## src/rtl/pio_chan_seq.sv

```systemverilog
module pio_chan_seq #(
  parameter logic [7:0] CMD_CODE = 8'hF5
) (
  input  logic clk,
  input  logic rst_n,
  input  logic bus_reset,
  input  logic cmd_hit,
  input  logic slot,
  input  logic bit_in,
  input  logic pin_a,
  input  logic pin_b,
  input  logic act_a,
  input  logic act_b,
  input  logic supply_ok,
  input  logic has_b,
  output logic rd_req,
  output logic rd_bit,
  output logic ff_a,
  output logic ff_b,
  output logic latch_clr
);

  typedef enum logic [2:0] {S_IDLE, S_CTL1, S_CTL2, S_INFO, S_DATA, S_CRC, S_DEAD} st_t;

  st_t         st;
  logic [3:0]  cnt;
  logic [5:0]  nbytes;
  logic [5:0]  span;
  logic [7:0]  ctl, sh, info;
  logic [15:0] crc;
  logic        rd_mode, hold;

  function automatic logic [15:0] crc_step(input logic [15:0] c, input logic b);
    logic [15:0] n;
    n = {1'b0, c[15:1]};
    if (c[0] ^ b) n = n ^ 16'hA001;
    return n;
  endfunction

  function automatic logic [15:0] crc_byte(input logic [15:0] c, input logic [7:0] v);
    logic [15:0] n;
    n = c;
    for (int i = 0; i < 8; i++) n = crc_step(n, v[i]);
    return n;
  endfunction

  wire [1:0] sel      = ctl[3:2];
  wire       both     = &sel;
  wire       sync     = ctl[4] & both;
  wire       on_b     = both ? cnt[0] : sel[1];
  wire       last_bit = cnt[2:0] == 3'd7;
  wire       dread    = (sync && on_b) ? hold : (on_b ? pin_b : pin_a);
  wire       dbit     = rd_mode ? dread : bit_in;

  always_comb begin
    case (ctl[1:0])
      2'b01:   span = 6'd1;
      2'b10:   span = 6'd8;
      default: span = 6'd32;
    endcase
  end

  wire crc_due = (ctl[1:0] != 2'b00) && (nbytes + 6'd1 == span);

  assign rd_req = (st == S_INFO) || (st == S_CRC) || (st == S_DATA && rd_mode);
  assign rd_bit = (st == S_INFO) ? info[cnt[2:0]] :
                  (st == S_CRC)  ? ~crc[cnt] :
                  (st == S_DATA && rd_mode) ? dread : 1'b1;

  always_ff @(posedge clk or negedge rst_n) begin
    if (!rst_n) begin
      st <= S_IDLE; cnt <= '0; nbytes <= '0; ctl <= '0; sh <= '0; info <= '0;
      crc <= '0; rd_mode <= 1'b0; hold <= 1'b0; ff_a <= 1'b1; ff_b <= 1'b1;
      latch_clr <= 1'b0;
    end else begin
      latch_clr <= 1'b0;
      if (bus_reset) begin
        st <= S_IDLE;
        cnt <= '0;
      end else begin
        case (st)
          S_IDLE: if (cmd_hit) begin
            st  <= S_CTL1;
            cnt <= '0;
            crc <= crc_byte(16'h0000, CMD_CODE);
          end
          S_CTL1, S_CTL2: if (slot) begin
            sh  <= {bit_in, sh[7:1]};
            crc <= crc_step(crc, bit_in);
            cnt <= cnt + 4'd1;
            if (last_bit) begin
              cnt <= '0;
              if (st == S_CTL1) begin
                ctl <= {bit_in, sh[7:1]};
                st  <= S_CTL2;
              end else begin
                info      <= {supply_ok, has_b, act_b, act_a, pin_b, pin_a, ff_b, ff_a};
                latch_clr <= ctl[7];
                rd_mode   <= ctl[6];
                nbytes    <= '0;
                st        <= (sel == 2'b00) ? S_DEAD : S_INFO;
              end
            end
          end
          S_INFO: if (slot) begin
            cnt <= cnt + 4'd1;
            if (last_bit) begin
              cnt <= '0;
              st  <= S_DATA;
            end
          end
          S_DATA: if (slot) begin
            crc <= crc_step(crc, dbit);
            cnt <= cnt + 4'd1;
            if (sync && !on_b) hold <= rd_mode ? pin_b : bit_in;
            if (!rd_mode) begin
              if (!on_b && !sync) ff_a <= bit_in;
              if (on_b) ff_b <= bit_in;
              if (on_b && sync) ff_a <= hold;
            end
            if (last_bit) begin
              cnt <= '0;
              if (crc_due) begin
                st     <= S_CRC;
                nbytes <= '0;
              end else begin
                nbytes <= nbytes + 6'd1;
                if (ctl[5]) rd_mode <= ~rd_mode;
              end
            end
          end
          S_CRC: if (slot) begin
            cnt <= cnt + 4'd1;
            if (cnt == 4'd15) begin
              cnt <= '0;
              crc <= '0;
              st  <= S_DATA;
              if (ctl[5]) rd_mode <= ~rd_mode;
            end
          end
          default: ;
        endcase
      end
    end
  end

  p_dead_hold_r4: assert property (@(posedge clk) disable iff (!rst_n)
    st == S_DEAD |=> $stable(ff_a) && $stable(ff_b));

  p_clr_single_r3: assert property (@(posedge clk) disable iff (!rst_n)
    latch_clr |=> !latch_clr);

  p_sync_a_hold_r8: assert property (@(posedge clk) disable iff (!rst_n)
    (st == S_DATA && slot && !rd_mode && sync && !on_b && !bus_reset)
      |=> $stable(ff_a) && $stable(ff_b));

  p_bus_reset_idle_r12: assert property (@(posedge clk) disable iff (!rst_n)
    bus_reset |=> !rd_req);

endmodule

```

## config.mk

```make
export PLATFORM = sky130hd
export DESIGN_NAME = pio_chan_seq
export DESIGN_NICKNAME = d
export VERILOG_FILES = /design/src/rtl/pio_chan_seq.sv
export SDC_FILE = /design/constraint.sdc
export NUM_CORES = 1
export LEC_CHECK = 0
export CORE_MARGIN = 5
export CORE_UTILIZATION = 38
export DETAILED_ROUTE_END_ITERATION = 10
export PLACE_DENSITY_LB_ADDON = 0.25
export SYNTH_ARGS = -nofsm -noshare
export SYNTH_HDL_FRONTEND = slang
export SYNTH_SLANG_ARGS = --single-unit
```

## constraint.sdc

```tcl
create_clock -name clk -period 6.7 [get_ports clk]
set_input_delay 1.675 -clock clk [delete_from_list [all_inputs] [get_ports clk]]
set_output_delay 1.675 -clock clk [all_outputs]
set_load 0.005 [all_outputs]
```

==> metrics.md <==
| Metric | Value |
|---|---|
| Status | finished clean |
| Aggregate routed wire length | 6.49 mm |
| Global router's overall resource usage | between 10% and 20% |
| Grt total ovfl | 0 |
| Worst Hold Class | reg2reg |
| Power density cells | 294 nW/µm² |
| Fill cell instance count of the final layout | 771 |
| Leading cell type in the layout, fill and taps excluded | dfrtp_1 |
| X dimension of the die | 102 µm |
| Total standard cell area after synthesis | between 3000 and 4000 µm² |
| Cell row count | 33 |
| Fmax achieved | roughly 0.19 GHz |
| Type of the worst setup path | in2out |
| Category of the worst setup path capture point | output port |
| CORE AREA | 8220 µm² |
| Main flop type after synthesis | dfrtp_1 |
| Relative slew slack | between 20% and 30% |
| Detailed-route DRC error count | 0 |
| Post-synthesis register bit count | 57 |
| Number of global-route vias before repair | 2336 |
| Initial Utilization | between 30% and 40% |
| TNS Setup | 0 ns |
| TritonCTS clock tree | done |
| Cells traversed along the worst timing path | clkdlybuf4s50_1 -> a21boi_0 -> a211oi_1 -> o211ai_1 -> o31ai_1 -> a31oi_1 -> clkdlybuf4s50_1 |
| Transition at the pin with the smallest max-transition slack | ~1.2 ns |
| Internal reg-to-reg setup slack | roughly 4 ns |
| CP max stage cell | clkdlybuf4s50_1 |
| Quantity of I/O buffers inserted on ports | 16 |
| Worst clock skew on the final layout | 0.0124 ns |
| Number of buffers inserted for hold repair after clock tree synthesis | 0 |
| Min cycle time layout | 5.37 ns |
| Max Root-Sink Buffers | 2 |
| Number of buffers created by CTS | 9 |
| Required time at the endpoint of the critical path | 5.03 ns |
| Final ANT Viol Nets | 0 |
| Mapped Nets | around 340 |
| Number of instances on the worst hold path | 2 |
| Reg-to-reg endpoint | crc[0]$_DFFE_PN0P_ |
| Unrepaired setup endpoints after global routing | false |
| Post-synth cell types | 51 |
| Length of the first detailed-routing pass in iterations | 4 |
| Ports placed on the boundary | 17 |
| Worst reg2reg startpoint | cnt[0]$_DFFE_PN0P_ |
| Final HPWL from detailed placement | 4.55 mm |
| Cts repair resizes | 0 |
| Register clock-pin slew on the reported worst setup and hold paths | around 0.06 ns |
| Worst-skew pair later-pin latency | 0.33 ns |
| Number of enable flip-flop cells after synthesis | 0 |
| Root Buffer | clkbuf_8 |
| Gp weighted congestion | 0.758 |
| Critical Path Start | pin_a |
| Post-route clock period utilization | ~80% |
| Global-route wire length before repair | 11.4 mm |
| Leakage power summed over all cells | 1.50 nW |
| Vert. Die Dim | 102 µm |
| Instance count of the mapped netlist | 319 |
| Total power | 0.00106 W |
| Setup bufs post-CTS | 0 |
| Largest delay contributor family on the critical path | buffers and inverters |
| Fraction of the yosys area taken by sequential cells | between 40% and 50% |
| Crit-path max cell delay | 0.54 ns |
| Number of vias per cell | 5.44 |
| Total via count in the routed design | 2400 |
| Worst VDD drop | 0.000140 V |
| Pin count of the biggest net entering global routing | 58 |
| Depth of the worst register-to-register path | 7 |
| Antenna diodes | 0 |
| Post-layout nets | 351 |
| Share of layout cells above drive strength 1 | between 15 and 20% |
| Total of max-cap violations | 0 |
| Average routed wire per standard cell | 14.7 µm |
| CTS sink count | between 50 and 60 |
| Top fanout value on the critical path | 4 |
| Crit path arrival time | 3.69 ns |
| Synth async-reset ratio | 100% |
| Fin. max-slew vios | 0 |
| Htree depth | 3 |
| Setup violation total in the final timing report | 0 |
| Commonest cells after routing, fill and taps aside | 55 x dfrtp_1, 47 x nand2_1, 25 x mux2_2, 19 x nor2_1, 19 x a21oi_1 |
| DRC marker count from the first detailed-route iteration | 103 |
| Final count of hold timing violations | 0 |
| Beginning of the worst hold path | ctl[7]$_DFFE_PN0P_ |
| Die footprint | between 10000 and 15000 µm² |
| Number of warning messages in the yosys log | 0 |
| Crit start category | input port |
| Number of buffer and inverter instances along the worst setup path | 2 |
| Critical Path Most Common Cell | clkdlybuf4s50_1 |
| Avg Inst Size Synth | between 10 and 15 µm² |
| Hold Path End | latch_clr$_DFF_PN0_ |
| Layout Area Growth over Synthesis | 12.2% |
| Antenna violations before repair | 0 |
routing by layer:
metal | part of all wire (%) | global-route usage (%) | up-vias
met3 | 3.4 | 3.24 | 7
met4 | 1.3 | 5.21 | 0
met2 | 46 | 20.6 | 38
met1 | 50 | 19.5 | 1180
met5 | 0 | 0 | -
li1 | - | - | 1175
per-stage QoR:
step           std cells  hold slack [ns]  area (µm²)  setup WS (ns)  utilization (%)
6_report             441            0.500        3590           1.33             43.7
5_1_grt              441            0.526        3590           1.21             43.7
4_1_cts              441            0.504        3590           1.32             43.7
3_5_place_dp         425            0.490        3420           1.32             41.7
3_3_place_gp         425            0.483        3420           1.33             41.7
2_1_floorplan        319            0.455        3200           2.56                -
flip-flops by register name, indices dropped and copies added (netlist names):
signal     count
ff_a           1
ff_b           1
sh             7
latch_clr      1
st             3
ctl            8
cnt            4
info           8
crc           16
hold           1
nbytes         6
rd_mode        1
cell usage after synthesis (3+ instances only):
cell / number / area share (%)
o211ai_1: 3 / 0.70
o22ai_1: 4 / 0.78
nor2b_1: 4 / 0.78
nor2_1: 19 / 2.2
nor3_1: 4 / 0.63
o21ai_1: 12 / 1.9
a211oi_1: 3 / 0.70
a21oi_1: 19 / 3.0
nand2b_1: 6 / 1.2
nand3_1: 9 / 1.4
a31oi_1: 5 / 0.98
nand2_1: 47 / 5.5
mux2_2: 25 / 8.8
dfrtp_1: 55 / 43
o21ai_0: 14 / 2.2
buf_2: 7 / 1.1
clkbuf_1: 8 / 0.94
xor2_1: 5 / 1.4
and3_1: 3 / 0.59
mux4_2: 7 / 4.9
ha_1: 8 / 3.1
inv_1: 11 / 1.3
xnor2_1: 5 / 1.4
mux2i_1: 3 / 0.94
o31ai_1: 3 / 0.70
how the worst max path moves through the flow:
stage / to / cells past startpoint / slack (ns)
after floorplan: rd_bit / 5 / 2.56
after global placement: rd_bit / 7 / 1.33
after detailed placement: rd_bit / 7 / 1.32
after CTS: rd_bit / 7 / 1.32
after global routing: rd_bit / 7 / 1.21
final: rd_bit / 7 / 1.33
tightest hold or removal path: cells and delay by family, from the launching register on:
kind	cells	cell delay [ns]
flops	1	0.38
buf+inv	1	0.05
simple gates	1	0.04
where the power goes:
group | internal [W] | switching (W) | total [W]
logic | 0.000137 | 0.000159 | 0.000296
clock network | 0.000143 | 0.000134 | 0.000278
registers | 0.000398 | 0.0000831 | 0.000482
area by class of cell:
cell class,instances,area [µm²],area share (%)
Multi-Input combinational cell,235,1660,46.2
Sequential cell,57,1430,39.8
Timing Repair Buffer,17,163,4.53
Clock buffer,13,149,4.15
Tap cell,105,131,3.66
Inverter,11,41.3,1.15
Clock inverter,3,17.5,0.488
logic make-up after synthesis:
kind of cell    synth area share (%)
mux                             14.7
flops                           44.7
xor+xnor                        2.74
compound gates                  16.0
fa+ha+maj                       3.13
buf+inv                         3.44
simple gates                    15.4
Note: power is estimated with default switching activity, not from simulation.
